$ cat config.mk
export PLATFORM = sky130hd
export DESIGN_NAME = z80_cycle_capture
export DESIGN_NICKNAME = d
export VERILOG_FILES = /design/src/rtl/z80cap_pkg.sv /design/src/rtl/z80cap_sync.sv /design/src/rtl/z80cap_edge.sv /design/src/rtl/z80cap_slave.sv /design/src/rtl/z80cap_commit.sv /design/src/rtl/z80_cycle_capture.sv
export SDC_FILE = /design/constraint.sdc
export NUM_CORES = 1
export LEC_CHECK = 0
export ABC_AREA = 1
export BUFFER_PORTS_ARGS = -buffer_cell sky130_fd_sc_hd__buf_2
export CAP_MARGIN = 0
export CORE_ASPECT_RATIO = 1.4
export CORE_MARGIN = 10
export CORE_UTILIZATION = 35
export DETAILED_ROUTE_END_ITERATION = 10
export MAX_ROUTING_LAYER = met4
export PLACE_DENSITY = 0.59
export SKIP_CTS_REPAIR_TIMING = 1
export SLEW_MARGIN = 5
export SYNTH_ARGS = -nofsm -noshare
export SYNTH_HDL_FRONTEND = slang
export SYNTH_SLANG_ARGS = --single-unit
$ cat constraint.sdc
create_clock -name clk -period 1 [get_ports clk]
set_input_delay 0.2 -clock clk [delete_from_list [all_inputs] [get_ports clk]]
set_output_delay 0.2 -clock clk [all_outputs]
set_load 0.02 [all_outputs]
$ cat src/rtl/z80cap_pkg.sv
package z80cap_pkg;

   // which CPU clock edges refresh the slave copy
   typedef enum logic [1:0] {
      SLV_BOTH = 2'd0,
      SLV_RISE = 2'd1,
      SLV_FALL = 2'd2
   } slv_edge_e;

   // status byte layout (decoded downstream, positions are fixed)
   localparam int ST_W     = 8;
   localparam int ST_WR    = 0;
   localparam int ST_IORQ  = 1;
   localparam int ST_RFSH  = 2;
   localparam int ST_M1    = 3;
   localparam int ST_BUSRQ = 4;
   localparam int ST_NMI   = 5;
   localparam int ST_HALT  = 6;
   localparam int ST_INT   = 7;

   // control vector layout
   localparam int CTL_PHI  = 0;
   localparam int CTL_MREQ = 1;
   localparam int CTL_IORQ = 2;
   localparam int CTL_W    = 3;

endpackage

$ cat src/rtl/z80cap_sync.sv
module z80cap_sync #(
   parameter int             W       = 1,
   parameter int             STAGES  = 2,
   parameter logic [W-1:0]   RST_VAL = '0
) (
   input  logic         clk,
   input  logic         rst,
   input  logic [W-1:0] d_i,
   output logic [W-1:0] q_o
);

   logic [W-1:0] stg_q [STAGES];

   generate
      if (STAGES < 2) begin : g_bad_stages
         $error("z80cap_sync: STAGES must be at least 2");
      end
      for (genvar i = 0; i < STAGES; i++) begin : g_stage
         if (i == 0) begin : g_first
            always_ff @(posedge clk) begin
               if (rst) stg_q[0] <= RST_VAL;
               else     stg_q[0] <= d_i;
            end
         end else begin : g_next
            always_ff @(posedge clk) begin
               if (rst) stg_q[i] <= RST_VAL;
               else     stg_q[i] <= stg_q[i-1];
            end
         end
      end
   endgenerate

   assign q_o = stg_q[STAGES-1];

endmodule

$ cat src/rtl/z80cap_edge.sv
module z80cap_edge #(
   parameter int           W       = 1,
   parameter logic [W-1:0] RST_VAL = '0
) (
   input  logic         clk,
   input  logic         rst,
   input  logic [W-1:0] lvl_i,
   output logic [W-1:0] chg_o
);

   logic [W-1:0] prev_q;

   always_ff @(posedge clk) begin
      if (rst) prev_q <= RST_VAL;
      else     prev_q <= lvl_i;
   end

   assign chg_o = lvl_i ^ prev_q;

endmodule

$ cat src/rtl/z80cap_slave.sv
module z80cap_slave
   import z80cap_pkg::*;
#(
   parameter int        W    = 32,
   parameter slv_edge_e MODE = SLV_BOTH
) (
   input  logic         clk,
   input  logic         rst,
   input  logic         phi_rise_i,
   input  logic         phi_fall_i,
   input  logic [W-1:0] bus_i,
   output logic [W-1:0] slave_o
);

   logic upd;

   generate
      if (MODE == SLV_BOTH) begin : g_both
         assign upd = phi_rise_i | phi_fall_i;
      end else if (MODE == SLV_RISE) begin : g_rise
         assign upd = phi_rise_i;
      end else begin : g_fall
         assign upd = phi_fall_i;
      end
   endgenerate

   always_ff @(posedge clk) begin
      if (rst)      slave_o <= '0;
      else if (upd) slave_o <= bus_i;
   end


   slave_hold_chk: assert property (@(posedge clk) disable iff (rst)
      !(phi_rise_i || phi_fall_i) |=> $stable(slave_o));

endmodule

$ cat src/rtl/z80cap_commit.sv
module z80cap_commit #(
   parameter int REC_W    = 32,
   parameter int RFSH_POS = 26
) (
   input  logic             clk,
   input  logic             rst,
   input  logic             filt_en_i,
   input  logic             commit_i,
   input  logic [REC_W-1:0] rec_i,
   input  logic             ready_i,
   output logic             valid_o,
   output logic [REC_W-1:0] rec_o,
   output logic             overflow_o
);

   logic             valid_q;
   logic             ovf_q;
   logic [REC_W-1:0] rec_q;
   logic             filtered;
   logic             take;
   logic             busy;

   generate
      if (RFSH_POS >= REC_W) begin : g_bad_pos
         $error("z80cap_commit: RFSH_POS outside record");
      end
   endgenerate

   assign filtered = filt_en_i & ~rec_i[RFSH_POS];
   assign take     = commit_i & ~filtered;
   assign busy     = valid_q & ~ready_i;

   always_ff @(posedge clk) begin
      if (rst) begin
         valid_q <= 1'b0;
         ovf_q   <= 1'b0;
         rec_q   <= '0;
      end else if (take) begin
         if (busy) begin
            ovf_q <= 1'b1;
         end else begin
            valid_q <= 1'b1;
            rec_q   <= rec_i;
         end
      end else if (valid_q && ready_i) begin
         valid_q <= 1'b0;
      end
   end

   assign valid_o    = valid_q;
   assign rec_o      = rec_q;
   assign overflow_o = ovf_q;


   rec_hold_chk: assert property (@(posedge clk) disable iff (rst)
      (valid_q && !ready_i) |=> (valid_q && $stable(rec_q)));


   ovf_set_chk: assert property (@(posedge clk) disable iff (rst)
      (take && busy) |=> ovf_q);


   ovf_sticky_chk: assert property (@(posedge clk) disable iff (rst)
      ovf_q |=> ovf_q);


   rfsh_drop_chk: assert property (@(posedge clk) disable iff (rst)
      (commit_i && filt_en_i && !rec_i[RFSH_POS]) |=> $stable(rec_q));


   rst_clear_chk: assert property (@(posedge clk)
      rst |=> (!valid_q && !ovf_q));

endmodule

$ cat src/rtl/z80_cycle_capture.sv
module z80_cycle_capture
   import z80cap_pkg::*;
#(
   parameter int        ADDR_W      = 16,
   parameter int        DATA_W      = 8,
   parameter int        SYNC_STAGES = 2,
   parameter slv_edge_e SLAVE_EDGES = SLV_BOTH
) (
   input  logic              clk,
   input  logic              rst,
   input  logic              rfsh_filter_en_i,
   input  logic              phi_i,
   input  logic              mreq_n_i,
   input  logic              iorq_n_i,
   input  logic              rfsh_n_i,
   input  logic              wr_n_i,
   input  logic              m1_n_i,
   input  logic              busrq_n_i,
   input  logic              nmi_n_i,
   input  logic              halt_n_i,
   input  logic              int_n_i,
   input  logic [ADDR_W-1:0] addr_i,
   input  logic [DATA_W-1:0] data_i,
   output logic              rec_valid_o,
   input  logic              rec_ready_i,
   output logic [ADDR_W-1:0] rec_addr_o,
   output logic [DATA_W-1:0] rec_data_o,
   output logic [ST_W-1:0]   rec_stat_o,
   output logic              overflow_o
);

   localparam int                REC_W    = ST_W + DATA_W + ADDR_W;
   localparam int                RFSH_POS = ADDR_W + DATA_W + ST_RFSH;
   localparam logic [CTL_W-1:0]  CTL_IDLE = 3'b110;

   generate
      if (ADDR_W < 1 || DATA_W < 1) begin : g_bad_width
         $error("z80_cycle_capture: bus widths must be positive");
      end
   endgenerate

   logic [ST_W-1:0]  stat_raw;
   logic [REC_W-1:0] bus_raw;
   logic [REC_W-1:0] bus_s;
   logic [REC_W-1:0] slave_q;
   logic [REC_W-1:0] rec_q;
   logic [CTL_W-1:0] ctl_raw;
   logic [CTL_W-1:0] ctl_s;
   logic [CTL_W-1:0] ctl_chg;
   logic             phi_rise;
   logic             phi_fall;
   logic             strobe_end;

   always_comb begin
      stat_raw            = '0;
      stat_raw[ST_WR]     = wr_n_i;
      stat_raw[ST_IORQ]   = iorq_n_i;
      stat_raw[ST_RFSH]   = rfsh_n_i;
      stat_raw[ST_M1]     = m1_n_i;
      stat_raw[ST_BUSRQ]  = busrq_n_i;
      stat_raw[ST_NMI]    = nmi_n_i;
      stat_raw[ST_HALT]   = halt_n_i;
      stat_raw[ST_INT]    = int_n_i;
   end

   assign bus_raw = {stat_raw, data_i, addr_i};

   always_comb begin
      ctl_raw           = '0;
      ctl_raw[CTL_PHI]  = phi_i;
      ctl_raw[CTL_MREQ] = mreq_n_i;
      ctl_raw[CTL_IORQ] = iorq_n_i;
   end

   z80cap_sync #(.W(CTL_W), .STAGES(SYNC_STAGES), .RST_VAL(CTL_IDLE)) i_ctl_sync (
      .clk (clk),
      .rst (rst),
      .d_i (ctl_raw),
      .q_o (ctl_s)
   );

   z80cap_sync #(.W(REC_W), .STAGES(SYNC_STAGES), .RST_VAL('0)) i_bus_sync (
      .clk (clk),
      .rst (rst),
      .d_i (bus_raw),
      .q_o (bus_s)
   );

   z80cap_edge #(.W(CTL_W), .RST_VAL(CTL_IDLE)) i_ctl_edge (
      .clk   (clk),
      .rst   (rst),
      .lvl_i (ctl_s),
      .chg_o (ctl_chg)
   );

   assign phi_rise   = ctl_chg[CTL_PHI] &  ctl_s[CTL_PHI];
   assign phi_fall   = ctl_chg[CTL_PHI] & ~ctl_s[CTL_PHI];
   assign strobe_end = (ctl_chg[CTL_MREQ] & ctl_s[CTL_MREQ])
                     | (ctl_chg[CTL_IORQ] & ctl_s[CTL_IORQ]);

   z80cap_slave #(.W(REC_W), .MODE(SLAVE_EDGES)) i_slave (
      .clk        (clk),
      .rst        (rst),
      .phi_rise_i (phi_rise),
      .phi_fall_i (phi_fall),
      .bus_i      (bus_s),
      .slave_o    (slave_q)
   );

   z80cap_commit #(.REC_W(REC_W), .RFSH_POS(RFSH_POS)) i_commit (
      .clk        (clk),
      .rst        (rst),
      .filt_en_i  (rfsh_filter_en_i),
      .commit_i   (strobe_end),
      .rec_i      (slave_q),
      .ready_i    (rec_ready_i),
      .valid_o    (rec_valid_o),
      .rec_o      (rec_q),
      .overflow_o (overflow_o)
   );

   assign rec_addr_o = rec_q[ADDR_W-1:0];
   assign rec_data_o = rec_q[ADDR_W +: DATA_W];
   assign rec_stat_o = rec_q[ADDR_W+DATA_W +: ST_W];


   commit_src_chk: assert property (@(posedge clk) disable iff (rst)
      $rose(rec_valid_o) |-> $past(strobe_end));

endmodule

==> metrics.md, run 1 <==
| Metric | Value |
|---|---|
| Total CTS buffers | 17 |
| First-pass GRT wire length | 14.69 mm |
| Vias in the first global route | 3242 |
| Clock Tree Root | clkbuf_16 |
| Beginning of the worst hold path | addr_i[10] |
| Top cells by area, synth | dfxtp_1, nor2_1, inv_1, nand2_1, a21oi_1 |
| MaxCap Viol Count | 0 |
| Crit-path max FO | 8 |
| Relative slew slack | 0.8066 |
| R2R Setup Slk | -0.17 ns |
| WHS | -0.006596 ns |
| Commonest non-fill, non-tap cell in the layout | nor2_1 |
| Placed insts | between 700 and 800 |
| DRT iter0 DRCs | between 100 and 150 |
| Syn_nets | 623 |
| Largest net degree at the start of global routing | between 60 and 70 |
| Synth area leader | dfxtp_1 |
| Critical path's slowest cell | dfxtp_1 |
| Synth Flop Type | dfxtp_1 |
| Rows | 49 |
| Maximum vdd drop | about 0.001 V |
| Io pins | between 70 and 80 |
| Period utilization | 1.173 |
| Fin. Hold Viols | 10 |
| Drc violations | 0 |
| Aggregate routed wire length | ~11 mm |
| Maximum root-to-sink buffer count | 2 |
| Vias per cell | between 4 and 5 |
| Synth warn | 0 |
| Mapped cell area | 0.004621 mm² |
| FFs w/ async S/R, synth | 0 |
| RSZ-0062 raised after global routing | yes |
| Pleak | 3.451 nW |
| Netlist cell types | 16 |
| R2R cell count | 8 |
| Most frequent cells in the layout | nor2_1, dfxtp_1, inv_1, nand2_1 |
| CTS tree | yes |
| Failing checks | negative hold slack, negative setup slack |
| Number of diodes | 0 |
| CP Cell Sequence | inv_1, nand2_1, nand2_2, nand3_4, clkbuf_16, nand2_1, nand2_1, nor2_1 |
| Register clock-pin slew on the reported worst setup and hold paths | 0.05 ns |
| Worst path max stage delay | 0.30 ns |
| Die area | around 0.018 mm² |
| Pre-CTS setup slack | -0.1819 ns |
| Crit path from | i_ctl_edge.prev_q[1] |
| Hpwl dp | approximately 6 mm |
| Placed cell area | about 0.0052 mm² |
| I/O Buffers | a little over 70 |
| GP Congestion | around 0.72 |
| Antenna violations before repair | 0 |
| Syn Inst Count | 585 |
| Die Y | 156.0 µm |
| Post-route insts no fill | 850 |
| Die Wd | 117.1 µm |
| Core footprint | between 0.01 and 0.015 mm² |
| WP data arrival | 1.51 ns |
| CP endpoint kind | register |
| Initial Util | 0.3589 |
| Post-layout min period | 1.173 ns |
| Clk sinks | between 100 and 150 |
| Post-route cell area | 0.006830 mm² |
| Area added between synthesis and finish | 47.82% |
| Seq/Total Area, Yosys | 0.6022 |
| Post-synth EDFFs | 0 |
| Tightest Pin Transition | 0.2900 ns |
| Hold depth | 3 |
| Worst Hold Class | in -> reg |
| Footprint of the multi-input gates | approximately 0.0017 mm² |
| FILL cells | 1151 |
| Pre-antenna DRT Iters | 4 |
| Family with the most delay on the worst path | simple AND/OR/NAND/NOR gates |
| Worst Setup Start Kind | register |
| Seq cells post-synth | ~140 |
| H-tree Lvls | 4 |
| Final ANT Viol Nets | 0 |
| DR vias | 3589 |
| F_max | about 850 MHz |
| Total gr overflow | 0 |
| Status | finished with violations |
| Pwr dens | about 1900 mW/mm² |
| Slew Limit Fails | 0 |
| Worst skew pair latency | around 0.4 ns |
| CP required | between 1 and 1.5 ns |
| Type of the worst setup path | reg -> reg |
| Syn_area_per_cell | between 7 and 8 µm² |
| Layout cells sized above 1 | 0.3687 |
| Register area | between 0.002 and 0.003 mm² |
| Total track usage | 0.1046 |
| Endpoints failing setup | about 100 |
| Final Worst Setup Slack | -0.1733 ns |
| Skew final | between 0.006 and 0.007 ns |
| Final Net Count | 722 |
| Reg2reg end | i_commit.rec_o[22] |
| Top cell type's share of synthesized area | 0.6022 |
| Util after Layout | 0.5305 |
| Worst flop-to-flop path startpoint | i_ctl_edge.prev_q[1] |
| Most used cell, CP | nand2_1 |
| WL per Instance | 12.59 µm |
| Destination of the worst hold path | i_bus_sync.stg_q[0][10] |
| WP buf/inv | 2 |
==> per-layer routing <==
metal | wire (µm) | vias to the layer above | GRT usage
met3 | 521 | 19 | 0.03772
met5 | 0 | - | -
met1 | 4484 | 1576 | 0.1198
li1 | - | 1903 | -
met4 | 201 | 0 | 0.05313
met2 | 5495 | 91 | 0.1571
==> layout make-up <==
class,instances,share of cell area
clock buffer,26,0.07914
clock inverter,6,0.008060
inverter,105,0.05770
multi-input combinational,309,0.2456
sequential,139,0.4140
tap,153,0.02803
timing repair buffer,112,0.1674
==> state kept, by name, summed over array words and instances, names as in the netlist <==
signal	flops
i_commit.valid_o	1
i_commit.rec_o	32
i_ctl_sync.stg_q	6
i_commit.overflow_o	1
i_ctl_edge.prev_q	3
i_slave.slave_o	32
i_bus_sync.stg_q	64
==> worst register-to-register path, cell delays in order, from the launching register on <==
cell and delay, ns:
dfxtp_1 0.30, inv_1 0.05, nand2_1 0.05, nand2_2 0.09
nand3_4 0.18, clkbuf_16 0.24, nand2_1 0.07, nand2_1 0.05
nor2_1 0.09
==> logic make-up (layout without fill, tap and decap cells) <==
kind of cell	after synthesis	after routing	share of synthesized area
buffers and inverters	137	249	0.1224
flip-flops	139	139	0.6022
AND/OR/NAND/NOR	275	275	0.2377
AO/OA/AOI/OAI	34	34	0.03764
==> cells in the mapped netlist (2+ instances only) <==
master and instances:
a21oi_1 33, buf_1 2, buf_2 17, buf_6 4
clkbuf_1 9, dfxtp_1 139, inv_1 104, nand2_1 103
nand3_1 33, nor2_1 131, or2_2 5
==> stage by stage <==
step	hold slack, ns	power (mW)	TNS (ns)
finish	-0.006596	12.93	-11.14
global route	0.0001220	13.42	-16.16
CTS	-0.04457	12.71	-13.87
detailed placement	0.3871	6.626	-8.635
global placement	0.3816	6.611	-6.743
floorplan	0.3038	6.383	-2.721
==> worst max path at each step <==
stage / depth (start not counted) / slack, ns / end
floorplan: 7 / -0.07 / i_slave.slave_o[1]
global placement: 5 / -0.14 / i_slave.slave_o[9]
detailed placement: 5 / -0.18 / i_slave.slave_o[16]
CTS: 5 / -0.20 / i_slave.slave_o[1]
global route: 8 / -0.27 / i_commit.rec_o[18]
finish: 8 / -0.17 / i_commit.rec_o[22]
==> report_power, final <==
group	switching, mW	total [mW]	internal (mW)
combinational	0.518	0.982	0.464
sequential	0.106	5.87	5.76
clock	2.14	6.09	3.94
Note: power is estimated with default switching activity, not from simulation.
==> run 2: changes to the inputs <==
Settings changed: SETUP_SLACK_MARGIN set to 0.4.
==> metrics.md, run 2 (same netlist as run 1, synthesis figures left out) <==
| Metric | Value |
|---|---|
| Commonest non-fill, non-tap cell in the layout | nor2_1 |
| Max reg flops | 64 (unchanged) |
| Post-layout min period | 1.186 ns (+0.01307 ns) |
| Worst Hold Class | in -> reg |
| H-tree Lvls | 4 (unchanged) |
| Clk sinks | 139 (unchanged) |
| Rows | 49 (unchanged) |
| Final Worst Setup Slack | -0.1864 ns (-0.01307 ns) |
| CP required | 0.80 ns (-0.54 ns) |
| Period utilization | 1.186 (+0.01307) |
| Area added between synthesis and finish | 40.18% |
| Pre-antenna DRT Iters | 4 (unchanged) |
| Met1 wire length | 4.339 mm (-3.2%) |
| Initial Util | 0.3589 (unchanged) |
| Total track usage | 0.1060 (+0.001373) |
| Register clock-pin slew on the reported worst setup and hold paths | 0.06 ns (about the same) |
| Pwr dens | 1974 mW/mm² (+4.2%) |
| Slew Limit Fails | 0 (unchanged) |
| Pleak | 3.087 nW (-11%) |
| Fin. Hold Viols | 2 (-8) |
| Largest net degree at the start of global routing | 50 (-24%) |
| WHS | -0.01851 ns (-0.01191 ns) |
| Io pins | 72 (unchanged) |
| First-pass GRT wire length | 15.04 mm (+2.4%) |
| Antenna violations before repair | 0 (unchanged) |
| Core footprint | 0.01287 mm² (unchanged) |
| DR vias | 3476 (-3.1%) |
| Biggest register | i_bus_sync.stg_q |
| Crit-path max FO | 2 (-6) |
| R2R Setup Slk | -0.15 ns (+0.02 ns) |
| Aggregate routed wire length | 9.778 mm (-8.6%) |
| Final total power | 12.79 mW (-1.1%) |
| FILL cells | 1232 (+7.0%) |
| Number of diodes | 0 (unchanged) |
| Post-route setup TNS | -6.958 ns (+4.179 ns) |
| Clock Tree Root | clkbuf_16 |
| DRT iter0 DRCs | 160 (+38%) |
| Die Y | 156.0 µm (unchanged) |
| Drc violations | 0 (unchanged) |
| Skew final | 0.005790 ns (-0.0007772 ns) |
| Total gr overflow | 0 (unchanged) |
| Die area | 0.01826 mm² (unchanged) |
| Total CTS buffers | 17 (unchanged) |
| MaxCap Viol Count | 0 (unchanged) |
| CP endpoint kind | output pin |
| Worst skew pair latency | 0.41 ns (about the same) |
| Met2 WL | 4.832 mm (-12%) |
| DR top layer | met4 |
| Final Net Count | 715 (-0.97%) |
| Status | finished with violations |
| WP data arrival | 0.99 ns (-0.52 ns) |
| Maximum vdd drop | 0.0008266 V (-16%) |
| CTS tree | yes |
| Die Wd | 117.1 µm (unchanged) |
| Failing checks | negative hold slack, negative setup slack |
| Vias in the first global route | 3293 (+1.6%) |
| Tightest Pin Transition | 0.2295 ns (-0.06057 ns) |
| Worst Setup Start Kind | register |
| Most frequent cells in the layout | nor2_1, inv_1, dfxtp_1, nand2_1, dfxtp_2 |
| Maximum root-to-sink buffer count | 2 (unchanged) |
| Util after Layout | 0.5031 (-0.02741) |
| Final ANT Viol Nets | 0 (unchanged) |
| Type of the worst setup path | reg -> out |
| RSZ-0062 raised after global routing | yes |
| F_max | 842.9 MHz (-1.1%) |
| Endpoints failing setup | 98 (-1.0%) |
| GP Congestion | 0.7661 (+5.9%) |
| Metal3 WL | 411 µm (-21%) |
| Layout cells sized above 1 | 0.3430 (-0.02570) |
| I/O Buffers | 71 (unchanged) |
| Vias per cell | 4.133 (-2.1%) |
| WL per Instance | 11.63 µm (-7.7%) |
| Relative slew slack | 0.8470 (+0.04038) |
| Hpwl dp | 6.219 mm (+1.5%) |
==> run 2: cell types whose count changed in the layout (fill, tap and decap cells not counted), moves of 9 or more <==
cell	before	now
buf_4	11	20
nand2_2	20	8
a21oi_2	30	13
nand2_4	26	3
a21oi_1	4	21
dlygate4sd3_1	14	0
nand3_1	31	21
nand3_2	1	11
nand2_1	57	92
==> run 2: layout make-up <==
class                   count  area (µm²)  share of cell area
inverters                 105       394.1             0.06085
clock inverters             8       121.4             0.01874
flip-flops and latches    139        2838              0.4381
clock buffers              22       454.2             0.07012
multi-input cells         310        1529              0.2360
well taps                 153       191.4             0.02955
repair buffers            104       949.7              0.1466
==> run 2: per-stage QoR <==
step / setup slack [ns] / cell area (µm²) / std cells
after global routing: -0.2066 / 6477 / 841
after CTS: -0.2421 / 5828 / 825
after global placement: -0.1387 / 5253 / 795
final: -0.1864 / 6477 / 841
after floorplan: -0.07266 / 4823 / 585
after detailed placement: -0.1906 / 5253 / 795
==> run 2: report_power, final <==
part	internal, mW	leakage [nW]	switching (mW)
Combinational	0.387	1.65	0.457
Clock	3.94	0.280	2.15
Sequential	5.76	1.15	0.0884
==> run 2: critical path: stages (launching register included) <==
cell     delay [ns]
dfxtp_4        0.35
buf_6          0.11
buf_6          0.12
==> run 2: final timing paths <==
kind                          startpoint                      to  cells after the start
hold / removal                  mreq_n_i  i_ctl_sync.stg_q[0][1]                      2
hold reg to reg   i_bus_sync.stg_q[0][5]  i_bus_sync.stg_q[1][5]                      2
setup reg to reg  i_ctl_sync.stg_q[1][0]      i_slave.slave_o[4]                      5
setup / recovery        i_commit.valid_o             rec_valid_o                      2
==> run 2: routing by layer <==
layer | up-vias | track usage
li1 | 1889 | -
met1 | 1499 | 0.1230
met2 | 74 | 0.1593
met3 | 14 | 0.03233
met4 | 0 | 0.05844
met5 | - | -
